### src/rtl/tag_hold_pipe_pkg.sv
`timescale 1ns/1ps
package tag_hold_pipe_pkg;
  localparam int unsigned BYTE_W = 8;

  typedef struct packed {
    logic              tag;
    logic [BYTE_W-1:0] data;
  } hbyte_t;

  typedef enum logic [1:0] {
    REG_CTRL = 2'd0,
    REG_ST1  = 2'd1,
    REG_ST2  = 2'd2,
    REG_FILL = 2'd3
  } reg_addr_e;

  localparam int unsigned CTL_DMA  = 0;
  localparam int unsigned CTL_RLE  = 1;
  localparam int unsigned CTL_ARM  = 2;
  localparam int unsigned CTL_CLR  = 3;
  localparam int unsigned CTL_DIR  = 4;
endpackage

### src/rtl/tag_hold_stage.sv
`timescale 1ns/1ps
module tag_hold_stage
  import tag_hold_pipe_pkg::*;
(
  input  logic   clk_i,
  input  logic   rst_ni,
  input  logic   load_i,
  input  logic   clear_i,
  input  hbyte_t d_i,
  output logic   valid_o,
  output hbyte_t q_o
);
  always_ff @(posedge clk_i or negedge rst_ni) begin
    if (!rst_ni) begin
      valid_o <= 1'b0;
      q_o     <= '0;
    end else if (load_i) begin
      valid_o <= 1'b1;
      q_o     <= d_i;
    end else if (clear_i) begin
      valid_o <= 1'b0;
    end
  end


  no_overwrite_chk: assert property (@(posedge clk_i) disable iff (!rst_ni)
    load_i |-> !valid_o);
endmodule

### src/rtl/tag_hold_fill.sv
`timescale 1ns/1ps
module tag_hold_fill #(
  parameter int unsigned PTR_W = 6
) (
  input  logic             clk_i,
  input  logic             rst_ni,
  input  logic             inc_i,
  input  logic             clr_i,
  output logic [PTR_W-1:0] ptr_o
);
  always_ff @(posedge clk_i or negedge rst_ni) begin
    if (!rst_ni)    ptr_o <= '0;
    else if (clr_i) ptr_o <= '0;
    else if (inc_i) ptr_o <= ptr_o + 1'b1;
  end


  ptr_step_chk: assert property (@(posedge clk_i) disable iff (!rst_ni)
    (inc_i && !clr_i) |=> ptr_o == PTR_W'($past(ptr_o) + 1'b1));


  ptr_clear_chk: assert property (@(posedge clk_i) disable iff (!rst_ni)
    clr_i |=> ptr_o == '0);
endmodule

### src/rtl/tag_hold_pipe.sv
`timescale 1ns/1ps
module tag_hold_pipe
  import tag_hold_pipe_pkg::*;
#(
  parameter int unsigned PTR_W = 6
) (
  input  logic              clk_i,
  input  logic              rst_ni,
  input  logic              host_we_i,
  input  logic              host_re_i,
  input  logic [1:0]        host_addr_i,
  input  logic [BYTE_W-1:0] host_wdata_i,
  output logic [BYTE_W-1:0] host_rdata_o,
  input  logic              rx_valid_i,
  input  logic              rx_tag_i,
  input  logic [BYTE_W-1:0] rx_data_i,
  output logic              rx_ready_o,
  input  logic              fifo_full_i,
  output logic              fifo_we_o,
  output logic [PTR_W-1:0]  fifo_waddr_o,
  output logic [BYTE_W-1:0] fifo_wdata_o,
  input  logic              fifo_empty_i,
  input  logic [BYTE_W-1:0] fifo_rdata_i,
  output logic              fifo_re_o,
  output logic              out_valid_o,
  output logic              out_tag_o,
  output logic [BYTE_W-1:0] out_data_o,
  input  logic              out_ready_i,
  output logic [BYTE_W-1:0] rlc_o,
  output logic              irq_o
);
  localparam int unsigned NSTG = 2;

  logic dma_en_q, rle_en_q, arm_q, dir_rx_q;
  logic st_ld [NSTG];
  logic st_clr[NSTG];
  logic st_v  [NSTG];
  hbyte_t st_d[NSTG];
  hbyte_t st_q[NSTG];

  logic ctrl_wr, s1_wr, s1_wr_ok, halt, rlc_div, rx_take;
  logic pop1, pop2, mv12, s2_leave;
  logic [PTR_W-1:0] fill;

  assign ctrl_wr  = host_we_i && (host_addr_i == REG_CTRL);
  assign s1_wr    = host_we_i && (host_addr_i == REG_ST1);
  // host byte into stage 1: transmit only, tagged needs DMA off
  assign s1_wr_ok = s1_wr && !dir_rx_q && !st_v[0] && !(arm_q && dma_en_q);

  assign halt    = dir_rx_q && ((st_v[0] && st_q[0].tag) || (st_v[1] && st_q[1].tag));
  assign irq_o   = halt;
  assign rlc_div = rx_tag_i && !rx_data_i[BYTE_W-1] && rle_en_q;

  assign rx_ready_o = dir_rx_q && dma_en_q && !halt && (rlc_div || !st_v[0]);
  assign rx_take    = rx_valid_i && rx_ready_o;
  assign fifo_re_o  = !dir_rx_q && dma_en_q && !st_v[0] && !fifo_empty_i && !s1_wr_ok;

  assign pop1 = host_re_i && (host_addr_i == REG_ST1) && halt && st_v[0] && st_q[0].tag;
  assign pop2 = host_re_i && (host_addr_i == REG_ST2) && halt && st_v[1] && st_q[1].tag;
  assign mv12 = st_v[0] && !st_v[1] && !pop1;
  assign s2_leave = st_v[1] && (dir_rx_q ? (!st_q[1].tag && !fifo_full_i) : out_ready_i);

  always_comb begin
    if (s1_wr_ok)      st_d[0] = '{tag: arm_q, data: host_wdata_i};
    else if (dir_rx_q) st_d[0] = '{tag: rx_tag_i, data: rx_data_i};
    else               st_d[0] = '{tag: 1'b0, data: fifo_rdata_i};
  end
  assign st_d[1]   = st_q[0];
  assign st_ld[0]  = (rx_take && !rlc_div) || fifo_re_o || s1_wr_ok;
  assign st_clr[0] = mv12 || pop1;
  assign st_ld[1]  = mv12;
  assign st_clr[1] = s2_leave || pop2;

  for (genvar g = 0; g < NSTG; g++) begin : g_stage
    tag_hold_stage u_stage (
      .clk_i  (clk_i),
      .rst_ni (rst_ni),
      .load_i (st_ld[g]),
      .clear_i(st_clr[g]),
      .d_i    (st_d[g]),
      .valid_o(st_v[g]),
      .q_o    (st_q[g])
    );
  end

  tag_hold_fill #(.PTR_W(PTR_W)) u_fill (
    .clk_i (clk_i),
    .rst_ni(rst_ni),
    .inc_i (fifo_we_o),
    .clr_i (ctrl_wr && host_wdata_i[CTL_CLR]),
    .ptr_o (fill)
  );

  always_ff @(posedge clk_i or negedge rst_ni) begin
    if (!rst_ni) begin
      dma_en_q <= 1'b0;
      rle_en_q <= 1'b0;
      arm_q    <= 1'b0;
      dir_rx_q <= 1'b0;
      rlc_o    <= '0;
    end else begin
      if (ctrl_wr) begin
        dma_en_q <= host_wdata_i[CTL_DMA];
        rle_en_q <= host_wdata_i[CTL_RLE];
        arm_q    <= host_wdata_i[CTL_ARM];
        dir_rx_q <= host_wdata_i[CTL_DIR];
      end else if (s1_wr_ok) begin
        arm_q    <= 1'b0;
      end
      if (rx_take && rlc_div) rlc_o <= rx_data_i;
    end
  end

  assign fifo_we_o    = dir_rx_q && s2_leave;
  assign fifo_waddr_o = fill;
  assign fifo_wdata_o = st_q[1].data;
  assign out_valid_o  = !dir_rx_q && st_v[1];
  assign out_tag_o    = st_q[1].tag;
  assign out_data_o   = st_q[1].data;

  always_comb begin
    host_rdata_o = '0;
    case (host_addr_i)
      REG_CTRL: begin
        host_rdata_o[CTL_DMA] = dma_en_q;
        host_rdata_o[CTL_RLE] = rle_en_q;
        host_rdata_o[CTL_ARM] = arm_q;
        host_rdata_o[CTL_DIR] = dir_rx_q;
      end
      REG_ST1:  host_rdata_o = st_q[0].data;
      REG_ST2:  host_rdata_o = st_q[1].data;
      default:  host_rdata_o = BYTE_W'(fill);
    endcase
  end


  irq_hold_chk: assert property (@(posedge clk_i) disable iff (!rst_ni)
    (irq_o && !host_re_i && !host_we_i) |=> irq_o);


  arm_keep_chk: assert property (@(posedge clk_i) disable iff (!rst_ni)
    (arm_q && dma_en_q && s1_wr) |=> arm_q);


  out_hold_chk: assert property (@(posedge clk_i) disable iff (!rst_ni)
    (out_valid_o && !out_ready_i && !host_re_i && !host_we_i) |=>
      (out_valid_o && $stable(out_data_o)));


  rx_halt_chk: assert property (@(posedge clk_i) disable iff (!rst_ni)
    irq_o |-> (!rx_ready_o && !(fifo_we_o && out_tag_o)));
endmodule

### config.mk
export PLATFORM = sky130hd
export DESIGN_NAME = tag_hold_pipe
export DESIGN_NICKNAME = d
export VERILOG_FILES = /design/src/rtl/tag_hold_pipe_pkg.sv /design/src/rtl/tag_hold_stage.sv /design/src/rtl/tag_hold_fill.sv /design/src/rtl/tag_hold_pipe.sv
export SDC_FILE = /design/constraint.sdc
export NUM_CORES = 1
export LEC_CHECK = 0
export CORE_ASPECT_RATIO = 1.5
export CORE_MARGIN = 2
export CORE_UTILIZATION = 48
export CTS_CLUSTER_SIZE = 14
export DETAILED_ROUTE_END_ITERATION = 16
export GPL_ROUTABILITY_DRIVEN = 0
export HOLD_SLACK_MARGIN = 0.1
export PLACE_DENSITY = 0.95
export SETUP_SLACK_MARGIN = 0.02
export SYNTH_ARGS = -nofsm -noshare
export SYNTH_HDL_FRONTEND = slang
export SYNTH_SLANG_ARGS = --single-unit
### constraint.sdc
create_clock -name clk_i -period 3.43 [get_ports clk_i]
set_clock_uncertainty 0.2 [all_clocks]
set_input_delay 0.343 -clock clk_i [delete_from_list [all_inputs] [get_ports clk_i]]
set_output_delay 0.343 -clock clk_i [all_outputs]
set_load 0.01 [all_outputs]
After elaboration in Yosys (flattened, before gate mapping). Index checks and enable logic that the tools add are counted.

Register bits after elaboration: 38. Output and inout port bits: 44. Input port bits: 35.

Muxes and demuxes: 15. Eq/ne operators: 2. Reduce and logical (&&, ||, !) cells: 59. Add/sub/neg operators: 1.

Operators by type and width (number): logical AND 1 bit (36); two-way mux 9 bit (2); case mux 3 bit (3 select lines) (2); zero test 1 bit (12); two-way mux 6 bit (2); nonzero test 2 bit (4); two-way mux 1 bit (7); adder 6 x 1 -> 6 bit, second input constant (1); logical OR 1 bit (6); case mux 1 bit (3 select lines) (2); equality test 2 x 1 -> 1 bit, second input constant (1); equality test 2 bit, second input constant (1); zero test 2 bit (1).

Longest topological paths before layout. Gate-level depths: netlist of the first run.

Word-level depth: 11. Depth in mapped cells: 6.

Cells and area by module. Synthesis of the first run repeated with hierarchy kept, for this count alone.

Cell total of the unflattened synthesis: 160. Area total of the unflattened synthesis: 2134.5 sq um.

By module, submodules not included: tag_hold_pipe (cells each 92, instances 1, area each 1047.3 sq um); tag_hold_stage (cells each 22, instances 2, area each 409.1 sq um); tag_hold_fill (cells each 24, instances 1, area each 269.0 sq um).

Worst setup path before layout of the first run. OpenSTA, ideal clock, no wires.

Kind: register to register. Start: register dir_rx_q. End: register g_stage[0].u_stage.q_o[5] (netlist name). Cell stages (with the launch flop): 6. Setup time: 0.125 ns. Required time: 3.105 ns. Buffers on the path: 2. Path slack: 1.587 ns. Arrival: 1.518 ns. Cell sequence: dfrtp_1 -> buf_2 -> buf_2 -> mux2_2 -> mux2_4 -> mux2_2.

Word-level cells in the longest chain between the ends: 8. Elaborated cells on any way between the ends: 20.

Ends and longest elaborated chain: start, declared (RTL line tag_hold_pipe.sv:34) `logic dma_en_q, rle_en_q, arm_q, dir_rx_q;`; start signal, assigned (RTL line tag_hold_pipe.sv:106) `dir_rx_q <= host_wdata_i[CTL_DIR];`; logical AND 1 bit or zero test 1 bit (tied branches) (RTL line tag_hold_pipe.sv:50, tag_hold_pipe.sv:48, tag_hold_pipe.sv:56); zero test 1 bit or logical AND 1 bit (tied branches) (RTL line tag_hold_pipe.sv:54, tag_hold_pipe.sv:48); logical AND 1 bit (on tied branches) (2 in a row) (RTL line tag_hold_pipe.sv:54, tag_hold_pipe.sv:48); logical AND 1 bit or zero test 1 bit (tied branches) (RTL line tag_hold_pipe.sv:55, tag_hold_pipe.sv:56); logical AND 1 bit (on tied branches) (RTL line tag_hold_pipe.sv:69, tag_hold_pipe.sv:56); logical OR 1 bit (2 in a row) (RTL line tag_hold_pipe.sv:69) `assign st_ld[0] = (rx_take && !rlc_div) || fifo_re_o || s1_wr_ok;`; end signal, assigned (RTL line tag_hold_stage.sv:19) `q_o <= d_i;`; end, declared (RTL line tag_hold_stage.sv:11) `output hbyte_t q_o`.

Parallel ways exist; a longest one is shown, timed or not. A chain may end at the register's enable or synchronous reset.

Worst setup path after layout of the first run.
Start: register dir_rx_q. End: output fifo_re_o.

Word-level cells in the longest chain between the ends: 6. Elaborated cells on any way between the ends: 9.

Ends and longest elaborated chain: zero test 1 bit (*) (RTL line tag_hold_pipe.sv:48, tag_hold_pipe.sv:56); logical AND 1 bit (3 in a row) (RTL line tag_hold_pipe.sv:48) `assign s1_wr_ok = s1_wr && !dir_rx_q && !st_v[0] && !(arm_q && dma_en_q);`; zero test 1 bit (RTL line tag_hold_pipe.sv:56) `assign fifo_re_o = !dir_rx_q && dma_en_q && !st_v[0] && !fifo_empty_i && !s1_wr_ok;`; logical AND 1 bit (*) (RTL line tag_hold_pipe.sv:56); end, declared (RTL line tag_hold_pipe.sv:24) `output logic fifo_re_o,`.

Mark *: on every way between the ends. The rest lies on a longest branch, timed or not.

==> results of run 1 <==
[area by class of cell]
cell class / instances / area (um2) / share of cell area (%)
Clock buffer: 7 / 86.3 / 2.92
Clock inverter: 1 / 5.00 / 0.169
Inverter: 1 / 3.75 / 0.127
Multi-Input combinational cell: 108 / 1050 / 35.6
Sequential cell: 38 / 951 / 32.1
Tap cell: 46 / 57.6 / 1.95
Timing Repair Buffer: 81 / 801 / 27.1
[per-stage QoR]
step | instances | hold slack, ps | setup slack, ps | cell area (um2)
3_3_place_gp | 273 | 284 | 569 | 2860
3_5_place_dp | 273 | 284 | 572 | 2860
6_report | 282 | 306 | 574 | 2960
2_1_floorplan | 163 | -153 | 1590 | 2120
4_1_cts | 282 | 308 | 554 | 2960
5_1_grt | 282 | 343 | 442 | 2960
[cell families after synthesis]
group	Yosys count
muxes	50
and+or+nand+nor	38
DFF	38
buffers and inverters	17
AOI/OAI and AO/OA	14
xor gates and xnor gates	5
adders and majority gates	1
[Yosys cell counts, drive strengths merged, types with 2 or more instances]
cell / instances
nand2b: 2
nor2b: 5
mux2: 45
a22o: 4
dfrtp: 38
nor2: 9
nand2: 8
buf: 15
xor2: 4
mux4: 4
o21ai: 5
nand3b: 2
nand4: 5
[state kept, by name, indices dropped and copies added (netlist names)]
name	flops
rlc_o	8
g_stage.u_stage.q_o	18
arm_q	1
dma_en_q	1
u_fill.ptr_o	6
g_stage.u_stage.valid_o	2
rle_en_q	1
dir_rx_q	1
[power by group]
group,leakage (nW),internal (W),total (W),switching (W)
logic,0.742,0.000622,0.000959,0.000337
registers,0.477,0.000620,0.000792,0.000172
clock network,0.0482,0.000162,0.000324,0.000162
[worst max path at each step]
stage / from / end / slack (ps) / cells after the start
final: dir_rx_q / fifo_re_o / 570 / 4
after detailed placement: host_addr_i[0] / fifo_re_o / 570 / 5
after floorplan: dir_rx_q / g_stage[0].u_stage.q_o[5] / 1590 / 5
after global placement: host_addr_i[0] / fifo_re_o / 570 / 5
after global routing: dir_rx_q / fifo_re_o / 440 / 4
after CTS: host_addr_i[0] / fifo_re_o / 550 / 5
[metal layers]
metal	routed length [um]	vias up	global-route usage, %
met5	0	-	0
met4	150	0	11.0
met3	187	12	4.73
met2	2620	50	37.1
met1	1940	814	25.2
li1	-	728	-
[what timing repair did]
| action | in CTS | in global routing |
|---|---|---|
| hold endpoints to repair | 38 | 0 |
| endpoints found under the setup margin | 0 | 0 |
| hold buffers | 1 | 0 |
| resized for setup | 0 | 0 |
==> flow_summary_export.csv, run 1 <==
group,metric,value,unit
clock_network,clock_latency,300,ps
setup_path,worstPathMaxFanout,20,
logic_synthesis,synth_warnings,0,
routing,via_count,1604,
routing,via_per_inst,5.69,
logic_synthesis,ys_async_sr_fraction,100,%
setup_path,r2r_setup_slack,990,ps
final_layout,antenna_cells,0,
placed_design,portBuffers,78,
clock_network,clockBufferDepth,2,
logic_synthesis,synth_compound_area_share,5.08,%
logic_synthesis,yosysTopAreaCellShare,44.9,%
logic_synthesis,synthMuxAreaShare,30.6,%
run,cap_viol_max_count,0,
global_routing,grt_pass1_vias,1660,
global_routing,grt-ovfl-total,0,
setup_path,cp_top_family,"flip-flops",
clock_network,root_buffer,"clkbuf_8",
setup_path,max_stage_delay,790,ps
setup_path,critical_path.cell_chain,"nor2_1, nand4_4, nor2b_1, clkdlybuf4s50_1",
routing,drcViolationCount,0,
hold_path,worstHoldPathCells,1,
logic_synthesis,synth_top_family_by_area,"multiplexers",
setup_path,crit_path_start_kind,"flop",
setup_path,r2r_start,"dir_rx_q",
logic_synthesis,synth_cells,163,
logic_synthesis,synth_simple_gate_area_share,11.4,%
clock_network,htreeDepth,2,
setup_path,worstPathRequired,2890,ps
timing,max_freq,350,MHz
floorplan,coreArea,4250,um2
hold_path,whs_endpoint,"rlc_o[7]",
logic_synthesis,syn_area_per_cell,13.0,um2
pwr,p_leak,1.27,nW
timing,fin_crit,2860,ps
timing,relSlewSlack,43.2,%
global_routing,antenna_found_initial,0,
placed_design,hpwlAfterDp,3.68,mm
pwr,cellPowerDensity,702,nW/um2
timing,slew_viol_final,0,
logic_synthesis,yosysUniqueCellTypes,38,
final_layout,drive_above_1_share,27.1,%
logic_synthesis,synth.net_count,199,
setup_path,r2r_cells,4,
logic_synthesis,ys_ff_latch,38,
outcome,outcome,"finished, final reports clean",
timing,fin_tns_setup,0,ps
final_layout,final_util,69.7,%
clock_network,cts_setup_buffers,0,
timing,timing.final.crit_share,83.3,%
floorplan,start_util,49.9,%
floorplan,die_y,85.4,um
floorplan,fp.dieArea,4970,um2
setup_path,arrival,2310,ps
pwr,peakVddDrop,556,uV
setup_path,crit_path_top_delay_cell,"dfrtp_1",
floorplan,rows,29,
global_routing,grt_max_degree,39,
clock_network,cts_tree,"yes",
setup_path,critPathKind,"flop to output port",
setup_path,reg2reg_to,"g_stage[0].u_stage.q_o[7]",
logic_synthesis,netlist_area,2120,um2
routing,wl,4.91,mm
logic_synthesis,synth-main-ff-cell,"dfrtp_1",
setup_path,critPathBufInv,1,
timing,setup_violations,0,
setup_path,end_kind,"output port",
pwr,power,0.00208,W
timing,rsz0062_at_grt,"no",
logic_synthesis,yosysTopAreaCell,"dfrtp_1",
final_layout,fill_cells,298,
logic_synthesis,synth_edf_count,0,
hold_path,hold_path_class,"flop to flop",
global_routing,track_usage,21.8,%
final_layout,final_common_cell,"clkdlybuf4s50_1",
final_layout,area_delta_synth_final,39.6,%
logic_synthesis,synth_xor_area_share,2.07,%
routing,wire_per_inst,17.4,um
routing,dr.pass1.iters,4,
logic_synthesis,synthAdderAreaFrac,0.590,%
timing,worstMarginPinSlew,852,ps
routing,drtAntennaViolNets,0,
logic_synthesis,synth_area_leaders,"dfrtp_1, mux2_2, mux2_4",
clock_network,clock-sinks,38,
floorplan,die_w,58.3,um
global_routing,grt_pass1_wl,8.12,mm
timing,finalHoldViolCount,0,
hold_path,min_from,"rlc_o[7]",
logic_synthesis,ys_seq_area_share,44.9,%
final_layout,final_cell_mix,"clkdlybuf4s50_1, mux2_2, dfrtp_1, nand2_1",
clock_network,cts_buffers,5,
final_layout,fin_nets,271,
floorplan,io_pins,79,
clock_network,path_clk_slew,70,ps
routing,first_iter_violations,58,
Note: power is estimated with default switching activity, not from simulation.
==> run 2, diff against run 1 <==
Settings changed: CORE_UTILIZATION 48 to 40, PLACE_DENSITY 0.95 to 0.88.
Clock period 3.43 ns to 2.6 ns, I/O delays scaled along.
==> run 2 against run 1 <==
Sequential power is 31% higher. Sequential share of layout area is 0.81 points lower. Worst setup slack worse by 400 ps. Count of clock-buffer cells in the layout is 1 lower. Cell count is 9.9% higher. First-iteration DRC count is 55% lower. Hold slack better by 1.7 ps. Power is 33% higher. Clock power is 31% higher. Cell area is 2.6% higher. Highest routed layer unchanged.
==> flow_summary_export.csv, run 2 (synthesized netlist as in run 1, its figures left out) <==
group,metric,value,unit
final_layout,antenna_cells,0,
final_layout,regArea,951,um2
routing,wl,4.89,mm
timing,slew_viol_final,0,
routing,via_per_inst,5.10,
setup_path,crit_path_start_kind,"input port",
timing,setup_violations,0,
setup_path,reg2reg_to,"g_stage[1].u_stage.q_o[3]",
setup_path,max_stage_delay,570,ps
clock_network,cts_tree,"yes",
routing,drtAntennaViolNets,0,
routing,dr.pass1.iters,4,
hold_path,whs_endpoint,"rlc_o[7]",
hold_path,worstHoldPathCells,1,
setup_path,r2r_cells,5,
setup_path,crit_path_top_delay_cell,"mux4_1",
pwr,cellPowerDensity,908,nW/um2
global_routing,antenna_found_initial,0,
setup_path,worstPathRequired,2140,ps
final_layout,largest_reg_flops,18,
final_layout,fill_cells,446,
timing,max_freq,413,MHz
timing,finalHoldViolCount,0,
hold_path,hold_path_class,"flop to flop",
timing,timing.final.crit_share,93.2,%
floorplan,io_pins,79,
clock_network,clockBufferDepth,2,
final_layout,final_common_cell,"clkdlybuf4s50_1",
final_layout,fin_nets,277,
clock_network,htreeDepth,2,
timing,fin_crit,2420,ps
global_routing,grt_pass1_vias,1747,
final_layout,drive_above_1_share,29.3,%
global_routing,grt_pass1_wl,8.15,mm
setup_path,arrival,1960,ps
final_layout,regMostFlops,"g_stage.u_stage.q_o",
pwr,peakVddDrop,513,uV
setup_path,r2r_setup_slack,510,ps
setup_path,worst_path_most_repeated_cell,"clkdlybuf4s50_1",
placed_design,place_ws,181,ps
setup_path,critical_path.cell_chain,"clkdlybuf4s50_1, buf_4, mux4_1, clkdlybuf4s50_1",
setup_path,end_kind,"output port",
timing,rsz0062_at_grt,"no",
global_routing,grt-ovfl-total,0,
hold_path,min_from,"rlc_o[7]",
timing,worstMarginPinSlew,850,ps
pwr,p_leak,1.29,nW
placed_design,hpwlAfterDp,3.86,mm
floorplan,coreArea,5120,um2
floorplan,die_w,63.4,um
setup_path,worstPathMaxFanout,9,
clock_network,path_clk_slew,70,ps
floorplan,die_y,93.2,um
routing,drcViolationCount,0,
clock_network,clock-sinks,38,
routing,wire_per_inst,15.8,um
routing,first_iter_violations,26,
setup_path,r2r_start,"dir_rx_q",
clock_network,clock_latency,290,ps
final_layout,final_cell_mix,"clkdlybuf4s50_1, mux2_2, dfrtp_1, nand2_1, buf_4",
floorplan,fp.dieArea,5910,um2
floorplan,rows,32,
setup_path,critPathKind,"input port to output port",
global_routing,track_usage,17.6,%
final_layout,multi_input_area,1050,um2
placed_design,portBuffers,78,
routing,via_count,1580,
timing,timing.final.ws_setup,177,ps
clock_network,cts_buffers,5,
timing,relSlewSlack,43.3,%
final_layout,reg.largest.list,"g_stage.u_stage.q_o: 18 flops, rlc_o: 8 flops, u_fill.ptr_o: 6 flops",
timing,fin_tns_setup,0,ps
outcome,outcome,"finished, final reports clean",
final_layout,area_delta_synth_final,43.2,%
global_routing,grt_max_degree,39,
clock_network,root_buffer,"clkbuf_8",
run,cap_viol_max_count,0,
floorplan,start_util,41.4,%
[run 2: where the power goes]
| part | leakage (nW) | internal [W] | switching, W | total (W) |
|---|---|---|---|---|
| registers | 0.477 | 0.000818 | 0.000226 | 0.00104 |
| clock network | 0.0472 | 0.000213 | 0.000212 | 0.000425 |
| logic | 0.770 | 0.000829 | 0.000456 | 0.00129 |
| total | 1.29 | 0.00186 | 0.000894 | 0.00275 |
[run 2: how the worst max path moves through the flow]
| stage | from | endpoint | depth (start not counted) |
|---|---|---|---|
| after detailed placement | host_addr_i[0] | host_rdata_o[1] | 4 |
| after global routing | dir_rx_q | fifo_re_o | 4 |
| after CTS | dir_rx_q | fifo_we_o | 2 |
| final | host_addr_i[0] | host_rdata_o[1] | 4 |
| after floorplan | dir_rx_q | g_stage[0].u_stage.q_o[5] | 5 |
| after global placement | host_addr_i[0] | host_rdata_o[1] | 4 |
[run 2: repair_timing]
item,in CTS,in global routing
resized for setup,0,0
buffers inserted,0,0
hold buffers,1,0
hold endpoints to repair,38,0
[run 2: cell type report]
class	count	share of cell area, %
Timing Repair Buffer	87	27.9
Tap cell	68	2.80
Sequential cell	38	31.3
Clock buffer	6	2.72
Inverter	1	0.124
Clock inverter	2	0.412
Multi-Input combinational cell	108	34.7
[run 2: critical path: cells and delay by family]
| family | cells | cell delay [ps] |
|---|---|---|
| mux | 1 | 570 |
| buf+inv | 3 | 1130 |
[run 2: per-layer routing]
metal | track usage [%] | vias up | wire [um]
met5 | 0 | - | 0
met4 | 6.70 | 0 | 101
met3 | 3.73 | 8 | 202
met2 | 32.1 | 52 | 2730
met1 | 19.9 | 783 | 1850
li1 | - | 737 | -
[run 2: stage by stage]
step | hold WS [ps] | power, W | cell area, um2 | instances | utilization [%]
after global routing | 334 | 0.00292 | 3030 | 310 | 59.2
after floorplan | -236 | 0.00173 | 2120 | 163 | -
after CTS | 314 | 0.00279 | 3030 | 310 | 59.2
after detailed placement | 214 | 0.00235 | 2930 | 301 | 57.2
after global placement | 212 | 0.00230 | 2930 | 301 | 57.2
final | 308 | 0.00275 | 3030 | 310 | 59.2
==> run 3, diff against run 2 <==
Settings changed: ABC_CLOCK_PERIOD_IN_PS from default to 2600, CORE_UTILIZATION 40 to 41, CTS_BUF_LIST from default to sky130_fd_sc_hd__clkbuf_8, PLACE_DENSITY 0.88 to 0.9.
==> run 3 against run 2 <==
Combinational power hardly changed. Core utilization grew 1.8 points. Wire length rose by 5.7%. Critical path depth decreased by 2. Non-clock buffer count unchanged. Die area shrank 2.3%. Cell area grew 1.4%. Sequential power hardly changed. Clock power up 44%.
==> flow_summary_export.csv, run 3 (synthesized netlist as in run 1, its figures left out) <==
group,metric,value,unit
floorplan,coreArea,5040,um2
final_layout,final_common_cell,"clkdlybuf4s50_1",
pwr,p_leak,1.32,nW
final_layout,multi_input_area,1050,um2
timing,fin_tns_setup,0,ps
final_layout,area_delta_synth_final,45.2,%
global_routing,grt_pass1_wl,8.35,mm
setup_path,arrival,2010,ps
global_routing,grt_pass1_vias,1693,
pwr,power,0.00295,W
setup_path,crit_path_start_kind,"flop",
clock_network,root_buffer,"clkbuf_8",
pwr,p_sw,0.000917,W
final_layout,regMostFlops,"g_stage.u_stage.q_o",
final_layout,drive_above_1_share,29.3,%
floorplan,io_pins,79,
setup_path,worstPathMaxFanout,10,
pwr,switching_share,31.1,%
global_routing,track_usage,18.7,%
final_layout,largest_reg_flops,18,
global_routing,antenna_found_initial,0,
final_layout,final_util,61.0,%
floorplan,rows,32,
routing,drtAntennaViolNets,0,
global_routing,grt_max_degree,39,
final_layout,regArea,951,um2
pwr,p_seq_share,35.2,%
clock_network,cts_buffers,5,
run,cap_viol_max_count,0,
clock_network,cts_tree,"yes",
routing,wl,5.17,mm
placed_design,portBuffers,78,
timing,relSlewSlack,42.4,%
routing,via_per_inst,5.24,
timing,max_freq,405,MHz
outcome,outcome,"finished, final reports clean",
pwr,p_comb_share,44.1,%
timing,timing.final.crit_share,94.9,%
placed_design,hpwlAfterDp,3.96,mm
timing,rsz0062_at_grt,"no",
final_layout,final_cell_mix,"clkdlybuf4s50_1, mux2_2, dfrtp_1, nand2_1, buf_4",
clock_network,clock-sinks,38,
routing,first_iter_violations,30,
setup_path,critPathKind,"flop to output port",
floorplan,die_w,62.7,um
global_routing,grt-ovfl-total,0,
routing,wire_per_inst,16.7,um
clock_network,path_clk_slew,80,ps
routing,via_count,1623,
final_layout,fin_nets,277,
clock_network,htreeDepth,2,
timing,finalHoldViolCount,0,
timing,slew_viol_final,0,
clock_network,clock_latency,300,ps
pwr,cellPowerDensity,959,nW/um2
floorplan,fp.dieArea,5770,um2
final_layout,antenna_cells,0,
timing,worstMarginPinSlew,865,ps
timing,setup_violations,0,
timing,fin_crit,2470,ps
pwr,p_int,0.00203,W
final_layout,fill_cells,427,
hold_path,hold_path_class,"flop to flop",
floorplan,start_util,42.0,%
final_layout,reg.largest.list,"g_stage.u_stage.q_o: 18 flops, rlc_o: 8 flops, u_fill.ptr_o: 6 flops",
pwr,peakVddDrop,514,uV
clock_network,clockBufferDepth,2,
setup_path,end_kind,"output port",
floorplan,die_y,92.1,um
routing,dr.pass1.iters,4,
clock_network,cts.repair.resized,0,
pwr,power_frac_clock,20.7,%
setup_path,worstPathRequired,2140,ps
routing,drcViolationCount,0,
==> run 3: per-stage QoR <==
| step | hold WS (ps) | instance area (um2) | worst slack (ps) | std cells |
|---|---|---|---|---|
| after global routing | 320 | 3080 | 88.5 | 310 |
| after global placement | 214 | 2930 | 169 | 301 |
| after CTS | 311 | 3080 | 143 | 310 |
| after detailed placement | 214 | 2930 | 154 | 301 |
| after floorplan | -236 | 2120 | 757 | 163 |
| final | 304 | 3080 | 132 | 310 |
==> run 3: final cells by class <==
cell class                      instances  area share [%]
Multi-Input combinational cell        108            34.2
Tap cell                               68            2.77
Sequential cell                        38            30.9
Timing Repair Buffer                   87            27.5
Inverter                                1           0.122
Clock buffer                            5            2.24
Clock inverter                          3            2.24
==> run 3: power by group through the flow <==
stage	Sequential [W]	Combinational, W	Clock, W
after floorplan	0.00104	0.000688	0
after global placement	0.00103	0.00127	0
after detailed placement	0.00105	0.00131	0
after CTS	0.00104	0.00132	0.000615
after global routing	0.00107	0.00138	0.000639
final	0.00104	0.00130	0.000610
==> run 3: what timing repair did <==
| action | CTS | global route |
|---|---|---|
| buffers inserted | 0 | 0 |
| hold buffers | 1 | 0 |
| endpoints found under the hold margin | 38 | 0 |
| setup endpoints to repair | 0 | 0 |
==> run 3: layer usage <==
metal	GRT usage (%)	up-vias	part of all wire, %	routed length [um]
li1	-	741	-	-
met4	8.89	0	3.0	157
met2	33.5	58	55	2830
met5	0	-	0	0
met3	5.03	15	4.7	243
met1	20.1	809	38	1940
==> run 3: path summary, 6_finish.rpt <==
path                          start                   endpoint  slack (ps)  cells past startpoint
max in group asynchronous    rst_ni                   rlc_o[0]        1230                      2
setup / recovery           dir_rx_q                  fifo_we_o         130                      2
hold reg to reg            rlc_o[7]                   rlc_o[7]         300                      1
min in group asynchronous    rst_ni  g_stage[0].u_stage.q_o[5]         410                      2
setup reg to reg           dir_rx_q  g_stage[1].u_stage.q_o[4]         540                      5
hold / removal             rlc_o[7]                   rlc_o[7]         300                      1
==> run 3: critical path, cell delays in order (launching register included) <==
cell	delay [ps]
dfrtp_1	550
nor4bb_1	520
clkdlybuf4s50_1	650
